[config.mk]
export PLATFORM = sky130hd
export DESIGN_NAME = seg_addr_gen
export DESIGN_NICKNAME = d
export VERILOG_FILES = /design/src/rtl/seg_addr_pkg.sv /design/src/rtl/seg_regfile.sv /design/src/rtl/seg_select.sv /design/src/rtl/seg_adder.sv /design/src/rtl/seg_addr_gen.sv
export SDC_FILE = /design/constraint.sdc
export NUM_CORES = 1
export LEC_CHECK = 0
export BUFFER_PORTS_ARGS = -buffer_cell sky130_fd_sc_hd__buf_2
export CORE_ASPECT_RATIO = 1.25
export CORE_MARGIN = 5
export CORE_UTILIZATION = 46
export CTS_BUF_LIST = sky130_fd_sc_hd__clkbuf_8
export CTS_CLUSTER_SIZE = 30
export DETAILED_ROUTE_END_ITERATION = 8
export PLACE_DENSITY = 0.66
export SLEW_MARGIN = 10
export SYNTH_ARGS = -nofsm -noshare
export SYNTH_HDL_FRONTEND = slang
export SYNTH_SLANG_ARGS = --single-unit
export TNS_END_PERCENT = 50
[constraint.sdc]
create_clock -name clk_i -period 3.3 [get_ports clk_i]
set_input_delay 0.33 -clock clk_i [delete_from_list [all_inputs] [get_ports clk_i]]
set_output_delay 0.33 -clock clk_i [all_outputs]
set_load 0.05 [all_outputs]
[src/rtl/seg_addr_pkg.sv]
package seg_addr_pkg;
  parameter int unsigned SEG_W  = 16;
  parameter int unsigned OFF_W  = 16;
  parameter int unsigned SHIFT  = 4;
  parameter int unsigned NSEG   = 4;
  localparam int unsigned ADDR_W = SEG_W + SHIFT;
  localparam int unsigned SEL_W  = $clog2(NSEG);

  typedef enum logic [SEL_W-1:0] {
    SEG_EXTRA = 2'd0,
    SEG_CODE  = 2'd1,
    SEG_STACK = 2'd2,
    SEG_DATA  = 2'd3
  } seg_e;

  typedef enum logic [2:0] {
    SRC_IP  = 3'd0,
    SRC_SP  = 3'd1,
    SRC_BP  = 3'd2,
    SRC_SI  = 3'd3,
    SRC_DI  = 3'd4,
    SRC_GPR = 3'd5
  } src_e;
endpackage

[src/rtl/seg_regfile.sv]
module seg_regfile
  import seg_addr_pkg::*;
(
  input  logic             clk_i,
  input  logic             rst_ni,
  input  logic             we_i,
  input  logic [SEL_W-1:0] wsel_i,
  input  logic [SEG_W-1:0] wdata_i,
  input  logic [SEL_W-1:0] rsel_i,
  output logic [SEG_W-1:0] rdata_o
);
  logic [SEG_W-1:0] seg_q [NSEG];

  for (genvar i = 0; i < NSEG; i++) begin : g_seg
    localparam logic [SEG_W-1:0] RST_VAL = (i == int'(SEG_CODE)) ? '1 : '0;
    always_ff @(posedge clk_i or negedge rst_ni) begin
      if (!rst_ni)                                 seg_q[i] <= RST_VAL;
      else if (we_i && wsel_i == SEL_W'(i))        seg_q[i] <= wdata_i;
    end

    p_hold_r3: assert property (@(posedge clk_i) disable iff (!rst_ni)
      !(we_i && wsel_i == SEL_W'(i)) |=> $stable(seg_q[i]));
  end

  assign rdata_o = seg_q[rsel_i];

  p_write_lands_r2: assert property (@(posedge clk_i) disable iff (!rst_ni)
    we_i |=> seg_q[$past(wsel_i)] == $past(wdata_i));
endmodule

[src/rtl/seg_select.sv]
module seg_select
  import seg_addr_pkg::*;
(
  input  logic [2:0]       src_i,
  input  logic             str_dst_i,
  input  logic             ovr_en_i,
  input  logic [SEL_W-1:0] ovr_seg_i,
  output logic [SEL_W-1:0] sel_o
);
  seg_e dflt;
  logic locked;

  always_comb begin
    locked = 1'b0;
    unique case (src_i)
      SRC_IP:         begin dflt = SEG_CODE; locked = 1'b1; end
      SRC_SP, SRC_BP: dflt = SEG_STACK;
      SRC_DI: begin
        dflt   = str_dst_i ? SEG_EXTRA : SEG_DATA;
        locked = str_dst_i;
      end
      default:        dflt = SEG_DATA;
    endcase
  end

  assign sel_o = (ovr_en_i && !locked) ? ovr_seg_i : dflt;
endmodule

[src/rtl/seg_adder.sv]
module seg_adder
  import seg_addr_pkg::*;
(
  input  logic [SEG_W-1:0]  base_i,
  input  logic [OFF_W-1:0]  off_i,
  output logic [ADDR_W-1:0] addr_o
);
  // carry out of the top bit is dropped by the width
  assign addr_o = {base_i, {SHIFT{1'b0}}} + ADDR_W'(off_i);
endmodule

[src/rtl/seg_addr_gen.sv]
module seg_addr_gen
  import seg_addr_pkg::*;
#(
  parameter bit OUT_REG = 1'b1
) (
  input  logic        clk_i,
  input  logic        rst_ni,
  input  logic        seg_we_i,
  input  logic [1:0]  seg_wsel_i,
  input  logic [15:0] seg_wdata_i,
  input  logic [15:0] off_i,
  input  logic [2:0]  src_i,
  input  logic        str_dst_i,
  input  logic        ovr_en_i,
  input  logic [1:0]  ovr_seg_i,
  output logic [19:0] addr_o
);
  logic [SEL_W-1:0]  sel;
  logic [SEG_W-1:0]  base;
  logic [ADDR_W-1:0] addr_d;

  seg_regfile i_regs (
    .clk_i, .rst_ni,
    .we_i(seg_we_i), .wsel_i(seg_wsel_i), .wdata_i(seg_wdata_i),
    .rsel_i(sel), .rdata_o(base)
  );

  seg_select i_sel (
    .src_i, .str_dst_i, .ovr_en_i, .ovr_seg_i, .sel_o(sel)
  );

  seg_adder i_add (.base_i(base), .off_i(off_i), .addr_o(addr_d));

  if (OUT_REG) begin : g_reg
    logic [ADDR_W-1:0] addr_q;
    always_ff @(posedge clk_i or negedge rst_ni) begin
      if (!rst_ni) addr_q <= '0;
      else         addr_q <= addr_d;
    end
    assign addr_o = addr_q;
  end else begin : g_comb
    assign addr_o = addr_d;
  end

  p_low_nibble_r1: assert property (@(posedge clk_i) disable iff (!rst_ni)
    addr_d[SHIFT-1:0] == off_i[SHIFT-1:0]);
  p_fetch_code_r5: assert property (@(posedge clk_i) disable iff (!rst_ni)
    src_i == 3'd0 |-> sel == SEG_CODE);
  p_str_extra_r7: assert property (@(posedge clk_i) disable iff (!rst_ni)
    (src_i == 3'd4 && str_dst_i) |-> sel == SEG_EXTRA);
  p_stack_dflt_r6: assert property (@(posedge clk_i) disable iff (!rst_ni)
    ((src_i == 3'd1 || src_i == 3'd2) && !ovr_en_i) |-> sel == SEG_STACK);
endmodule

==> metrics list <==
* Leakage Power: 2.14 nW
- Post_cts resized: 0
- For the pin with the worst max-slew slack, the measured transition is 1.02 ns.
- In the final design database the tool counted 446 nets.
* Nature of the critical path startpoint: input pin
- Of the post-synthesis cell area, the part taken by muxes is 23.2%.
* Post-synthesis cell area: 0.00411 mm2
* Half-perimeter wire length after placement: 5.70 mm
- Max-Cap Viols: 0
* N_diodes: 0
* Clock tree from TritonCTS: yes
- Launch point of the worst hold path: off_i[1]
* Clock-pin slew reported for the worst setup and hold paths after clock tree synthesis: 0.08 ns
- Buffers added to address setup during post-CTS repair amount to 0.
- Global route overflow: 0
* Post-route cell area: 0.00477 mm2
- Combinational family with the most area after synthesis: multiplexers
* Core region area: 0.00870 mm2
- Area fraction in and, or, nand and nor cells after synthesis: 6.98%
- In this run, post-CTS hold repair placed 0 buffers.
- Buffers inserted during clock tree synthesis total 9.
- Pins Over Slew Limit: 0
* Reg2Reg Launch Point: i_regs.seg_q[32]$_DFFE_PN1P_
* Setup Crit Path Kind: input pin to register
- Share of the synthesized area in the top cell type: 41.4%
* Startpoint of the most critical setup path: src_i[1]
- The routed layout has 2,659 vias.
- CP endpoint kind: register
* Dominant synthesized flop cell: sky130_fd_sc_hd__dfrtp_1
- The flow ran to the end, and the final reports show no timing, DRC or antenna violations.
* Hold violation total from the final report: 0
* Max-Slew Margin vs Limit: 32.1%
- Number of antenna violations at the first check in global routing: 0
- Total number of H-tree levels: 3
- The detailed router finished its first iteration with 82 violations.
* Xor-xnor portion of the synthesized cell area: 2.77%
- Total global routing track utilization: 15.5%
* Netlist cell types: 42
* Cell types with the largest area share after synthesis: sky130_fd_sc_hd__dfrtp_1 41%, sky130_fd_sc_hd__mux2_2 18%, sky130_fd_sc_hd__dfstp_2 10%, sky130_fd_sc_hd__mux2i_1 5.1%, sky130_fd_sc_hd__ha_1 4.0%
- Synth-to-Final Area Change: 16.3%
- The first detailed-routing pass ran for 4 iterations.
* Total length of routed wires: 8.00 mm
* Detailed-routed wire length on met3: 309 um
* Die width: 94.5 um
- The cell count after synthesis came out at 320.
* Met2 wirelength from detailed routing: 3.96 mm
- Based on the critical path, the design can be clocked at up to 343 MHz.
- The die covers 0.0109 mm2.
- Synthesis inferred 84 register bits.
* Ratio of routed vias to standard cells: 5.18
* Portion of the clock cycle consumed by the worst path in the final layout: 88.3%
- The worst hold path belongs to the class input pin to register.
* Count of input and output buffers: 63
- Share of final-layout standard cells stronger than drive strength 1: 43.0%
* Highest Signal Layer: met4
* Data required time at the worst endpoint: 3.57 ns
- Fillers: 769
- Setup repair after global routing left no endpoint under its margin.
- A synthesized cell averages 12.8 um2.
- In the final timing run, aggregate negative setup slack is 0 ns.
* Ratio of total power to cell area: 701 mW/mm2
* Standard cell area after detailed placement: 0.00456 mm2
- Antenna viol nets, final: 0
* Number of flops mapped to enable cells by yosys: 0
- During I/O placement, the number of pins put on the boundary was 64.
- The floorplan step set the die height to 116 um.
- The longest clock path from root to sink contains 2 buffers.
* Area leader, netlist: sky130_fd_sc_hd__dfrtp_1
- Row count: 38
- Worst IR Drop VDD: 0.219 mV
- Synthesized-area fraction occupied by ao, oa, aoi and oai cells: 8.71%
- Entering global routing, the biggest net connects 85 pins.
- Effective utilization at floorplan: 47.2%
* Routed len/inst: 15.6 um
- For the worst-skew pair, the clock arrives at the later sink with an insertion delay of 0.34 ns.
- Measured in cells, the most critical reg-to-reg path has a length of 11.
- Yosys printed 0 warnings.
- The number of global-route vias before repair was 2,706.
- Part of the Yosys area used for sequential elements: 51.7%
- Synthesis produced a netlist with a net count of 378.
- STA puts the critical path data arrival time at 3.18 ns.
- Along the worst hold path, the cell count comes to 1.
- Along the worst path, the maximum fanout reaches 11.
- Of all flip-flops after synthesis, the portion carrying an async set or reset was 100%.
- Number of endpoints failing setup at the final stage: 0
- For the final database, setup skew stands at 0.00521 ns.
- Wire length of the first global-routing pass: 13.0 mm
- Buffer cell driving the clock tree root: sky130_fd_sc_hd__clkbuf_8
- Fin crit period: 2.91 ns
* Adder-Cell Fraction of Synth Area: 4.45%
- The congestion estimate from routability-driven global placement came to 0.875.
* Met1 wire length: 3.65 mm
- Clock tree synthesis found a total of 84 sinks.
* Remaining routing DRC violations: 0
==> state kept, by name, indices dropped and copies added (netlist names) <==
| register | cells |
|---|---|
| addr_o | 20 |
| i_regs.seg_q | 64 |
==> worst max-delay path, stage by stage <==
cell	delay, ns
sky130_fd_sc_hd__buf_2	0.12
sky130_fd_sc_hd__or3_1	0.38
sky130_fd_sc_hd__o211ai_2	0.09
sky130_fd_sc_hd__o21ai_2	0.18
sky130_fd_sc_hd__a211oi_1	0.24
sky130_fd_sc_hd__a21oi_1	0.07
sky130_fd_sc_hd__ha_1	0.24
sky130_fd_sc_hd__fa_1	0.40
sky130_fd_sc_hd__a21oi_1	0.23
sky130_fd_sc_hd__o211ai_1	0.17
sky130_fd_sc_hd__o221ai_1	0.32
sky130_fd_sc_hd__a31oi_1	0.18
sky130_fd_sc_hd__nand3_1	0.12
sky130_fd_sc_hd__xnor2_1	0.11
==> final cells by class <==
type                            instances  area (um2)  share of cell area (%)
Inverter                                5        18.8                   0.393
Tap cell                              120         150                    3.14
Multi-Input combinational cell        218        1900                    39.7
Sequential cell                        84        2120                    44.4
Clock inverter                          6        80.1                    1.68
Clock buffer                           10         138                    2.88
Timing Repair Buffer                   70         370                    7.76
==> cell usage after synthesis, drive strengths merged, types with 3 or more instances <==
cell and instances:
a211oi 14, nor2b 16, nand3b 4, mux2 64, mux2i 22, o211ai 3, ha 13, clkbuf 6
buf 7, nand2 8, dfstp 16, a21oi 23, xnor2 9, nor2 7, o21ai 3, inv 5
nand3 4, o21a 3, xor2 4, dfrtp 68
==> final timing paths <==
kind / to / slack, ns
worst max register to register: addr_o[18]$_DFF_PN0_ / 0.72
worst max-delay path: addr_o[18]$_DFF_PN0_ / 0.39
worst min-delay path: addr_o[1]$_DFF_PN0_ / 0.09
worst min register to register: i_regs.seg_q[21]$_DFFE_PN0P_ / 0.51
max in group asynchronous: i_regs.seg_q[14]$_DFFE_PN0P_ / 2.48
min in group asynchronous: addr_o[2]$_DFF_PN0_ / 0.16
==> routing by layer <==
layer  global-route usage (%)  vias up
li1                         -     1300
met1                     20.2     1309
met2                     25.4       46
met3                     3.31        4
met4                     6.06        0
met5                        0        -
==> logic make-up (layout without fill, tap and decap cells) <==
kind of cell,after synthesis,after routing
flops,84,84
buf+inv,18,91
simple gates,50,50
fa+ha+maj,14,14
xor+xnor,13,13
compound gates,55,55
mux,86,86
==> power by group <==
group,internal [W],leakage [nW],total [W],switching (W)
combinational,0.000437,1.05,0.00117,0.000734
clock,0.000441,0.115,0.000788,0.000347
sequential,0.00130,0.969,0.00139,0.0000921
total,0.00218,2.14,0.00335,0.00117
==> per-stage QoR <==
step | power, W | hold WS [ns] | utilization (%) | setup slack, ns | std cells
final | 0.00335 | 0.0945 | 54.9 | 0.386 | 513
after detailed placement | 0.00259 | 0.443 | 52.4 | 0.0716 | 497
after global placement | 0.00256 | 0.439 | 52.4 | 0.149 | 497
after global routing | 0.00354 | 0.0696 | 54.9 | 0.239 | 513
after floorplan | 0.00230 | 0.0344 | - | 0.267 | 320
after CTS | 0.00338 | 0.0729 | 54.9 | 0.447 | 513
==> placed cells by master (no fill, tap or decap), types with 2 or more instances in the layout <==
cell type	netlist	final
sky130_fd_sc_hd__dfrtp_1	68	68
sky130_fd_sc_hd__a21oi_1	23	23
sky130_fd_sc_hd__buf_2	3	62
sky130_fd_sc_hd__dfstp_2	16	16
sky130_fd_sc_hd__nand3_1	4	4
sky130_fd_sc_hd__ha_1	13	13
sky130_fd_sc_hd__mux2_2	64	64
sky130_fd_sc_hd__o21ai_0	2	2
sky130_fd_sc_hd__o211ai_1	2	2
sky130_fd_sc_hd__o22ai_1	2	2
sky130_fd_sc_hd__bufinv_16	0	2
sky130_fd_sc_hd__buf_4	3	8
sky130_fd_sc_hd__xnor2_1	9	9
sky130_fd_sc_hd__o21bai_1	2	2
sky130_fd_sc_hd__clkbuf_8	0	10
sky130_fd_sc_hd__mux2i_1	21	21
sky130_fd_sc_hd__nand3b_1	4	4
sky130_fd_sc_hd__nor2b_1	16	16
sky130_fd_sc_hd__inv_1	5	7
sky130_fd_sc_hd__nor2_1	7	7
sky130_fd_sc_hd__xor2_1	4	4
sky130_fd_sc_hd__and2_1	2	2
sky130_fd_sc_hd__nand2_1	8	8
sky130_fd_sc_hd__or3_1	2	2
sky130_fd_sc_hd__o21a_1	3	3
sky130_fd_sc_hd__a211oi_1	14	14
(Power assumes the default switching activity.)
